`config.mk`:
```
export PLATFORM = sky130hd
export DESIGN_NAME = sysclk_src_ctrl
export DESIGN_NICKNAME = d
export VERILOG_FILES = /design/src/rtl/sysclk_pkg.sv /design/src/rtl/xtal_monitor.sv /design/src/rtl/bus_div_tick.sv /design/src/rtl/sysclk_src_ctrl.sv
export SDC_FILE = /design/constraint.sdc
export NUM_CORES = 1
export LEC_CHECK = 0
export ABC_CLOCK_PERIOD_IN_PS = 3560
export CORE_UTILIZATION = 48
export CTS_CLUSTER_SIZE = 16
export DETAILED_ROUTE_END_ITERATION = 10
export PLACE_DENSITY = 0.8
export SLEW_MARGIN = 15
export SYNTH_ARGS = -nofsm -noshare
export SYNTH_HDL_FRONTEND = slang
export SYNTH_HIERARCHICAL = 1
export SYNTH_SLANG_ARGS = --single-unit
```
`constraint.sdc`:
```
create_clock -name clk -period 3.56 [get_ports clk]
set_input_delay 0.356 -clock clk [delete_from_list [all_inputs] [get_ports clk]]
set_output_delay 0.356 -clock clk [all_outputs]
set_load 0.02 [all_outputs]
```
`src/rtl/sysclk_pkg.sv`:
```
package sysclk_pkg;
  localparam logic [2:0] SRC_HXT  = 3'b000;
  localparam logic [2:0] SRC_LXT  = 3'b001;
  localparam logic [2:0] SRC_PLL  = 3'b010;
  localparam logic [2:0] SRC_LIRC = 3'b011;
  localparam logic [2:0] SRC_HIRC = 3'b111;

  function automatic logic code_reserved(input logic [2:0] c);
    return (c == 3'b100) || (c == 3'b101) || (c == 3'b110);
  endfunction
endpackage

```
`src/rtl/xtal_monitor.sv`:
```
module xtal_monitor #(
  parameter int WIN  = 64,
  parameter int STBW = 4
) (
  input  logic            clk,
  input  logic            rst,
  input  logic            xin,
  input  logic            xen,
  input  logic            det_en,
  input  logic [STBW-1:0] stb_win,
  output logic            fail,
  output logic            stable
);
  localparam int CW = (WIN > 1) ? $clog2(WIN) : 1;
  localparam logic [CW-1:0] LAST = CW'(WIN - 1);

  logic [2:0]      sync_q;
  logic            rise;
  logic [CW-1:0]   cnt_q;
  logic            seen_q;
  logic [STBW-1:0] good_q;
  logic [STBW:0]   good_inc;

  always_ff @(posedge clk) begin
    if (rst) sync_q <= '0;
    else     sync_q <= {sync_q[1:0], xin};
  end

  assign rise     = sync_q[1] & ~sync_q[2];
  assign good_inc = {1'b0, good_q} + 1'b1;

  always_ff @(posedge clk) begin
    if (rst || !xen) begin
      cnt_q  <= '0;
      seen_q <= 1'b0;
      good_q <= '0;
      stable <= 1'b0;
      fail   <= 1'b0;
    end else begin
      fail <= 1'b0;
      if (cnt_q == LAST) begin
        cnt_q  <= '0;
        seen_q <= 1'b0;
        if (seen_q || rise) begin
          if (good_q != '1) good_q <= good_inc[STBW-1:0];
          if (good_inc >= {1'b0, stb_win}) stable <= 1'b1;
        end else begin
          good_q <= '0;
          stable <= 1'b0;
          fail   <= det_en;
        end
      end else begin
        cnt_q  <= cnt_q + 1'b1;
        seen_q <= seen_q | rise;
      end
    end
  end


  stable_drop_chk: assert property (@(posedge clk) disable iff (rst)
    !xen |=> !stable);

  fail_needs_det_chk: assert property (@(posedge clk) disable iff (rst)
    fail |-> $past(det_en));
endmodule

```
`src/rtl/bus_div_tick.sv`:
```
module bus_div_tick #(
  parameter int DIVW = 4
) (
  input  logic            clk,
  input  logic            rst,
  input  logic [DIVW-1:0] div_n,
  output logic            tick
);
  logic [DIVW-1:0] cnt_q;

  always_ff @(posedge clk) begin
    if (rst) begin
      cnt_q <= '0;
      tick  <= 1'b0;
    end else if (cnt_q >= div_n) begin
      cnt_q <= '0;
      tick  <= 1'b1;
    end else begin
      cnt_q <= cnt_q + 1'b1;
      tick  <= 1'b0;
    end
  end


  div_zero_chk: assert property (@(posedge clk) disable iff (rst)
    (div_n == '0) && $past(div_n == '0) |=> tick);
endmodule

```
`src/rtl/sysclk_src_ctrl.sv`:
```
module sysclk_src_ctrl
  import sysclk_pkg::*;
#(
  parameter int WIN  = 64,
  parameter int STBW = 4,
  parameter int DIVW = 4
) (
  input  logic            clk,
  input  logic            rst,
  input  logic            hxt_in,
  input  logic            lxt_in,
  input  logic            hxt_en,
  input  logic            lxt_en,
  input  logic            hxt_det_en,
  input  logic            lxt_det_en,
  input  logic            hxt_irq_en,
  input  logic            lxt_irq_en,
  input  logic            hirc_en_sw,
  input  logic            pll_ref_hxt,
  input  logic [STBW-1:0] stb_win,
  input  logic            sel_wr,
  input  logic [2:0]      sel_wdata,
  input  logic            hxt_flag_clr,
  input  logic            lxt_flag_clr,
  input  logic [DIVW-1:0] div_n,
  output logic [2:0]      sel_eff,
  output logic            hirc_en,
  output logic            hxt_stable,
  output logic            lxt_stable,
  output logic            hxt_fail_flag,
  output logic            lxt_fail_flag,
  output logic            irq,
  output logic            bus_tick
);
  localparam int NX = 2; // index 0: high-speed crystal, 1: low-speed crystal

  logic [NX-1:0] x_in, x_en, x_det, x_fail, x_stb;

  assign x_in  = {lxt_in, hxt_in};
  assign x_en  = {lxt_en, hxt_en};
  assign x_det = {lxt_det_en, hxt_det_en};

  for (genvar i = 0; i < NX; i++) begin : g_mon
    xtal_monitor #(.WIN(WIN), .STBW(STBW)) u_mon (
      .clk(clk), .rst(rst), .xin(x_in[i]), .xen(x_en[i]), .det_en(x_det[i]),
      .stb_win(stb_win), .fail(x_fail[i]), .stable(x_stb[i])
    );
  end

  assign hxt_stable = x_stb[0];
  assign lxt_stable = x_stb[1];

  logic [2:0] sel_q;
  logic       hxt_drives, failover, wr_ok;

  assign hxt_drives = (sel_q == SRC_HXT) || ((sel_q == SRC_PLL) && pll_ref_hxt);
  assign failover   = x_fail[0] && hxt_drives;

  always_comb begin
    wr_ok = sel_wr && !code_reserved(sel_wdata);
    if (sel_wdata == SRC_HXT && !x_stb[0]) wr_ok = 1'b0;
    if (sel_wdata == SRC_LXT && !x_stb[1]) wr_ok = 1'b0;
    if (sel_wdata == SRC_PLL && pll_ref_hxt && !x_stb[0]) wr_ok = 1'b0;
  end

  always_ff @(posedge clk) begin
    if (rst)           sel_q <= SRC_HIRC;
    else if (failover) sel_q <= SRC_HIRC;
    else if (wr_ok)    sel_q <= sel_wdata;
  end

  assign sel_eff = sel_q;

  always_ff @(posedge clk) begin
    if (rst) begin
      hxt_fail_flag <= 1'b0;
      lxt_fail_flag <= 1'b0;
      irq           <= 1'b0;
      hirc_en       <= 1'b0;
    end else begin
      if (x_fail[0])         hxt_fail_flag <= 1'b1;
      else if (hxt_flag_clr) hxt_fail_flag <= 1'b0;
      if (x_fail[1])         lxt_fail_flag <= 1'b1;
      else if (lxt_flag_clr) lxt_fail_flag <= 1'b0;
      irq     <= (hxt_fail_flag & hxt_irq_en) | (lxt_fail_flag & lxt_irq_en);
      hirc_en <= hirc_en_sw | hxt_det_en;
    end
  end

  bus_div_tick #(.DIVW(DIVW)) u_div (
    .clk(clk), .rst(rst), .div_n(div_n), .tick(bus_tick)
  );


  failover_chk: assert property (@(posedge clk) disable iff (rst)
    x_fail[0] && ((sel_eff == SRC_HXT) || (sel_eff == SRC_PLL && pll_ref_hxt))
      |=> sel_eff == SRC_HIRC);

  reserved_keep_chk: assert property (@(posedge clk) disable iff (rst)
    sel_wr && code_reserved(sel_wdata) && !x_fail[0] |=> $stable(sel_eff));

  lxt_no_switch_chk: assert property (@(posedge clk) disable iff (rst)
    x_fail[1] && !x_fail[0] && !sel_wr |=> $stable(sel_eff));

  flag_sticky_chk: assert property (@(posedge clk) disable iff (rst)
    hxt_fail_flag && !hxt_flag_clr |=> hxt_fail_flag);

  hirc_force_chk: assert property (@(posedge clk) disable iff (rst)
    hxt_det_en |=> hirc_en);

  irq_follow_chk: assert property (@(posedge clk) disable iff (rst)
    !hxt_fail_flag && !lxt_fail_flag |=> !irq);
endmodule

```
==> flow_summary.toml <==
[worst_setup_path]
cp_max_fo = 4
crit_chain = "clkdlybuf4s50_1"
crit_arrival_ns = 1.38
end_kind = "output port"
crit_buf_inv = 1
slowest_stage = "clkdlybuf4s50_1"
path_class = "flip-flop to output port"
path_delay_family = "buffers and inverters"
crit_required_ns = 3.20
cp-start-kind = "flip-flop"
cp_slowest_stage_delay_ns = 0.65

[floorplan]
coreArea_sq_um = 4030
initial_core_util = 0.503
die-width_um = 67.0
die_height_um = 67.0
core.rowCount = 23
die_area_sq_um = 4490
boundaryPins = 36

[grt]
grt_usage = 0.196
grt-ovfl-total = 0
grt_pass1_wl_um = 6600
grt_pass1_vias = 1591
antenna_found_initial = 0
grt_max_degree = 21

[yosys]
postSynthAreaPerCell_sq_um = 9.30
ys_seq_area_frac = 0.434
synth_nets = 261
ys_warn_count = 6
synth_cells = 218
synth_area_sq_um = 2030
ys_types = 35
synth_seq_cells = 44

[detailed_routing]
drcViolationCount = 0
wl_per_cell_um = 12.2
drt_iter0_markers = 51
drt-pass1-iter-count = 4
drt_wl_total_um = 3800
ant_nets = 0
vias_per_cell = 5.27
vias = 1643

[sta]
tightest_slew_ns = 0.469
finalSetupTns_ns = 0
final_max_slew_viol_count = 0
fin_worst_skew_ns = 0.00597
hold_viol = 0
fin_crit_ns = 1.74
setup_violations = 0
relSlewSlack = 0.687
worst_slack_ns = 1.82
clock.fmax_ghz = 0.576
period_share = 0.487
grt_setup_unrepaired = "false"

[clock_tree]
cts-buffers-inserted = 5
cts_resized = 0
cts_tree = "done"
cts_setup_buffers = 0
clock_latency_ns = 0.30
cts-root-buf = "clkbuf_8"
holdBufCountCts = 0
clock_path_buffers = 2
clk_pin_slew_ns = 0.09
htree_levels = 2
clock-sinks = 44

[cells_and_area]
area_delta_synth_final_pct = 26.7
seq_area_sq_um = 881
drive_gt1_frac = 0.0916
final_cells = 312
fin_nets = 304
n_antenna_cell = 0
multi_input_area_sq_um = 1090
nFillCells = 354

[run]
drv_cap = 0

[place]
io_buffers = 35
hpwl_um = 2850
dp_cells = 304
place_ws_ns = 1.73
gp_congestion = 0.799

[power_and_ir_drop]
p_leak_nw = 1.06
peakVddDrop_mv = 0.192
power_density_nw_per_um2 = 397

[min_path]
min_path_type = "flip-flop to flip-flop"

[status]
status = "complete, no violations"
[state kept, by name, summed over array words and instances, names as in the netlist]
| signal | flops |
|---|---|
| lxt_fail_flag | 1 |
| g_mon.u_mon/stable | 2 |
| u_div/cnt_q | 4 |
| g_mon.u_mon/fail | 2 |
| irq | 1 |
| hirc_en | 1 |
| u_div/tick | 1 |
| sel_eff | 3 |
| g_mon.u_mon/good_q | 8 |
| g_mon.u_mon/sync_q | 6 |
| g_mon.u_mon/seen_q | 2 |
| g_mon.u_mon/cnt_q | 12 |
| hxt_fail_flag | 1 |
[metal layers]
metal | track usage | part of all wire | vias to the layer above
li1 | - | - | 839
met4 | 0.0798 | 0.012 | 0
met2 | 0.338 | 0.47 | 45
met1 | 0.229 | 0.46 | 754
met3 | 0.0479 | 0.060 | 5
met5 | 0 | 0 | -
[cells by family after synthesis]
group,share of synthesized area
AOI/OAI and AO/OA,0.128
xor gates and xnor gates,0.0691
adders and majority gates,0.105
buffers and inverters,0.0296
DFF,0.434
muxes,0.00494
and+or+nand+nor,0.229
[power breakdown]
group	switching, mW	leakage (nW)	total, mW	internal, mW
Clock	0.177	0.0614	0.406	0.229
Sequential	0.00825	0.358	0.514	0.505
Combinational	0.0443	0.639	0.102	0.0573
Total	0.229	1.06	1.02	0.792
[cells in the mapped netlist, drive strengths merged]
cell type,number,area share
dfxtp,44,0.43
nor2,26,0.051
ha,17,0.10
inv,16,0.030
nand3,13,0.037
nand2,11,0.020
xor2,9,0.039
nor2b,8,0.025
nor3,8,0.020
o21ai,8,0.025
a21oi,7,0.017
xnor2,7,0.030
and3,6,0.019
nand2b,6,0.019
a211oi,4,0.015
o22ai,4,0.012
nor3b,3,0.016
o211ai,3,0.011
o221ai,3,0.013
a21o,2,0.0074
or2,2,0.0062
or3,2,0.011
a22oi,1,0.0037
a2bb2oi,1,0.0074
a31oi,1,0.0031
and2,1,0.0031
and2b,1,0.0037
mux2i,1,0.0049
o21a,1,0.0037
o21ba,1,0.0049
o21bai,1,0.0037
[final timing paths]
path         slack [ns]                startpoint  cells past startpoint                  endpoint
max reg2reg        2.01  g_mon[0].u_mon/good_q[0]                      6     g_mon[0].u_mon/stable
min                0.44  g_mon[1].u_mon/sync_q[0]                      1  g_mon[1].u_mon/sync_q[1]
min reg2reg        0.44  g_mon[1].u_mon/sync_q[0]                      1  g_mon[1].u_mon/sync_q[1]
max                1.82     g_mon[0].u_mon/stable                      1                hxt_stable
[layout by cell type, fill, tap and decap left out, types with 2 or more instances in the layout]
| master | n |
|---|---|
| nand3_1 | 11 |
| and3_1 | 6 |
| a21oi_1 | 7 |
| xnor2_1 | 7 |
| o21ai_0 | 5 |
| clkbuf_8 | 6 |
| inv_1 | 16 |
| o21ai_2 | 3 |
| nand2b_1 | 6 |
| nor2_2 | 2 |
| nor3b_2 | 2 |
| or2_2 | 2 |
| o22ai_1 | 4 |
| o211ai_1 | 3 |
| a21o_1 | 2 |
| ha_1 | 17 |
| nor2_1 | 24 |
| nor3_1 | 8 |
| nand2_1 | 11 |
| dfxtp_1 | 44 |
| nand3_2 | 2 |
| or3_4 | 2 |
| nor2b_1 | 8 |
| clkdlybuf4s50_1 | 35 |
| o221ai_1 | 3 |
| a211oi_1 | 4 |
| xor2_1 | 9 |
[through the flow]
stage | power (mW) | area [sq um] | hold slack [ns] | utilization
4_1_cts | 1.03 | 2570 | 0.445 | 0.638
3_3_place_gp | 0.625 | 2450 | 0.423 | 0.608
2_1_floorplan | 0.576 | 2030 | 0.413 | -
5_1_grt | 1.06 | 2570 | 0.465 | 0.638
3_5_place_dp | 0.628 | 2450 | 0.424 | 0.608
6_report | 1.02 | 2570 | 0.442 | 0.638
[area by class of cell]
type                            count  share of cell area
Inverter                           16              0.0234
Timing Repair Buffer               36               0.139
Clock buffer                        6              0.0321
Tap cell                           50              0.0243
Sequential cell                    44               0.343
Multi-Input combinational cell    158               0.423
Clock inverter                      2              0.0151
Power figures use the tool's default switching activity.
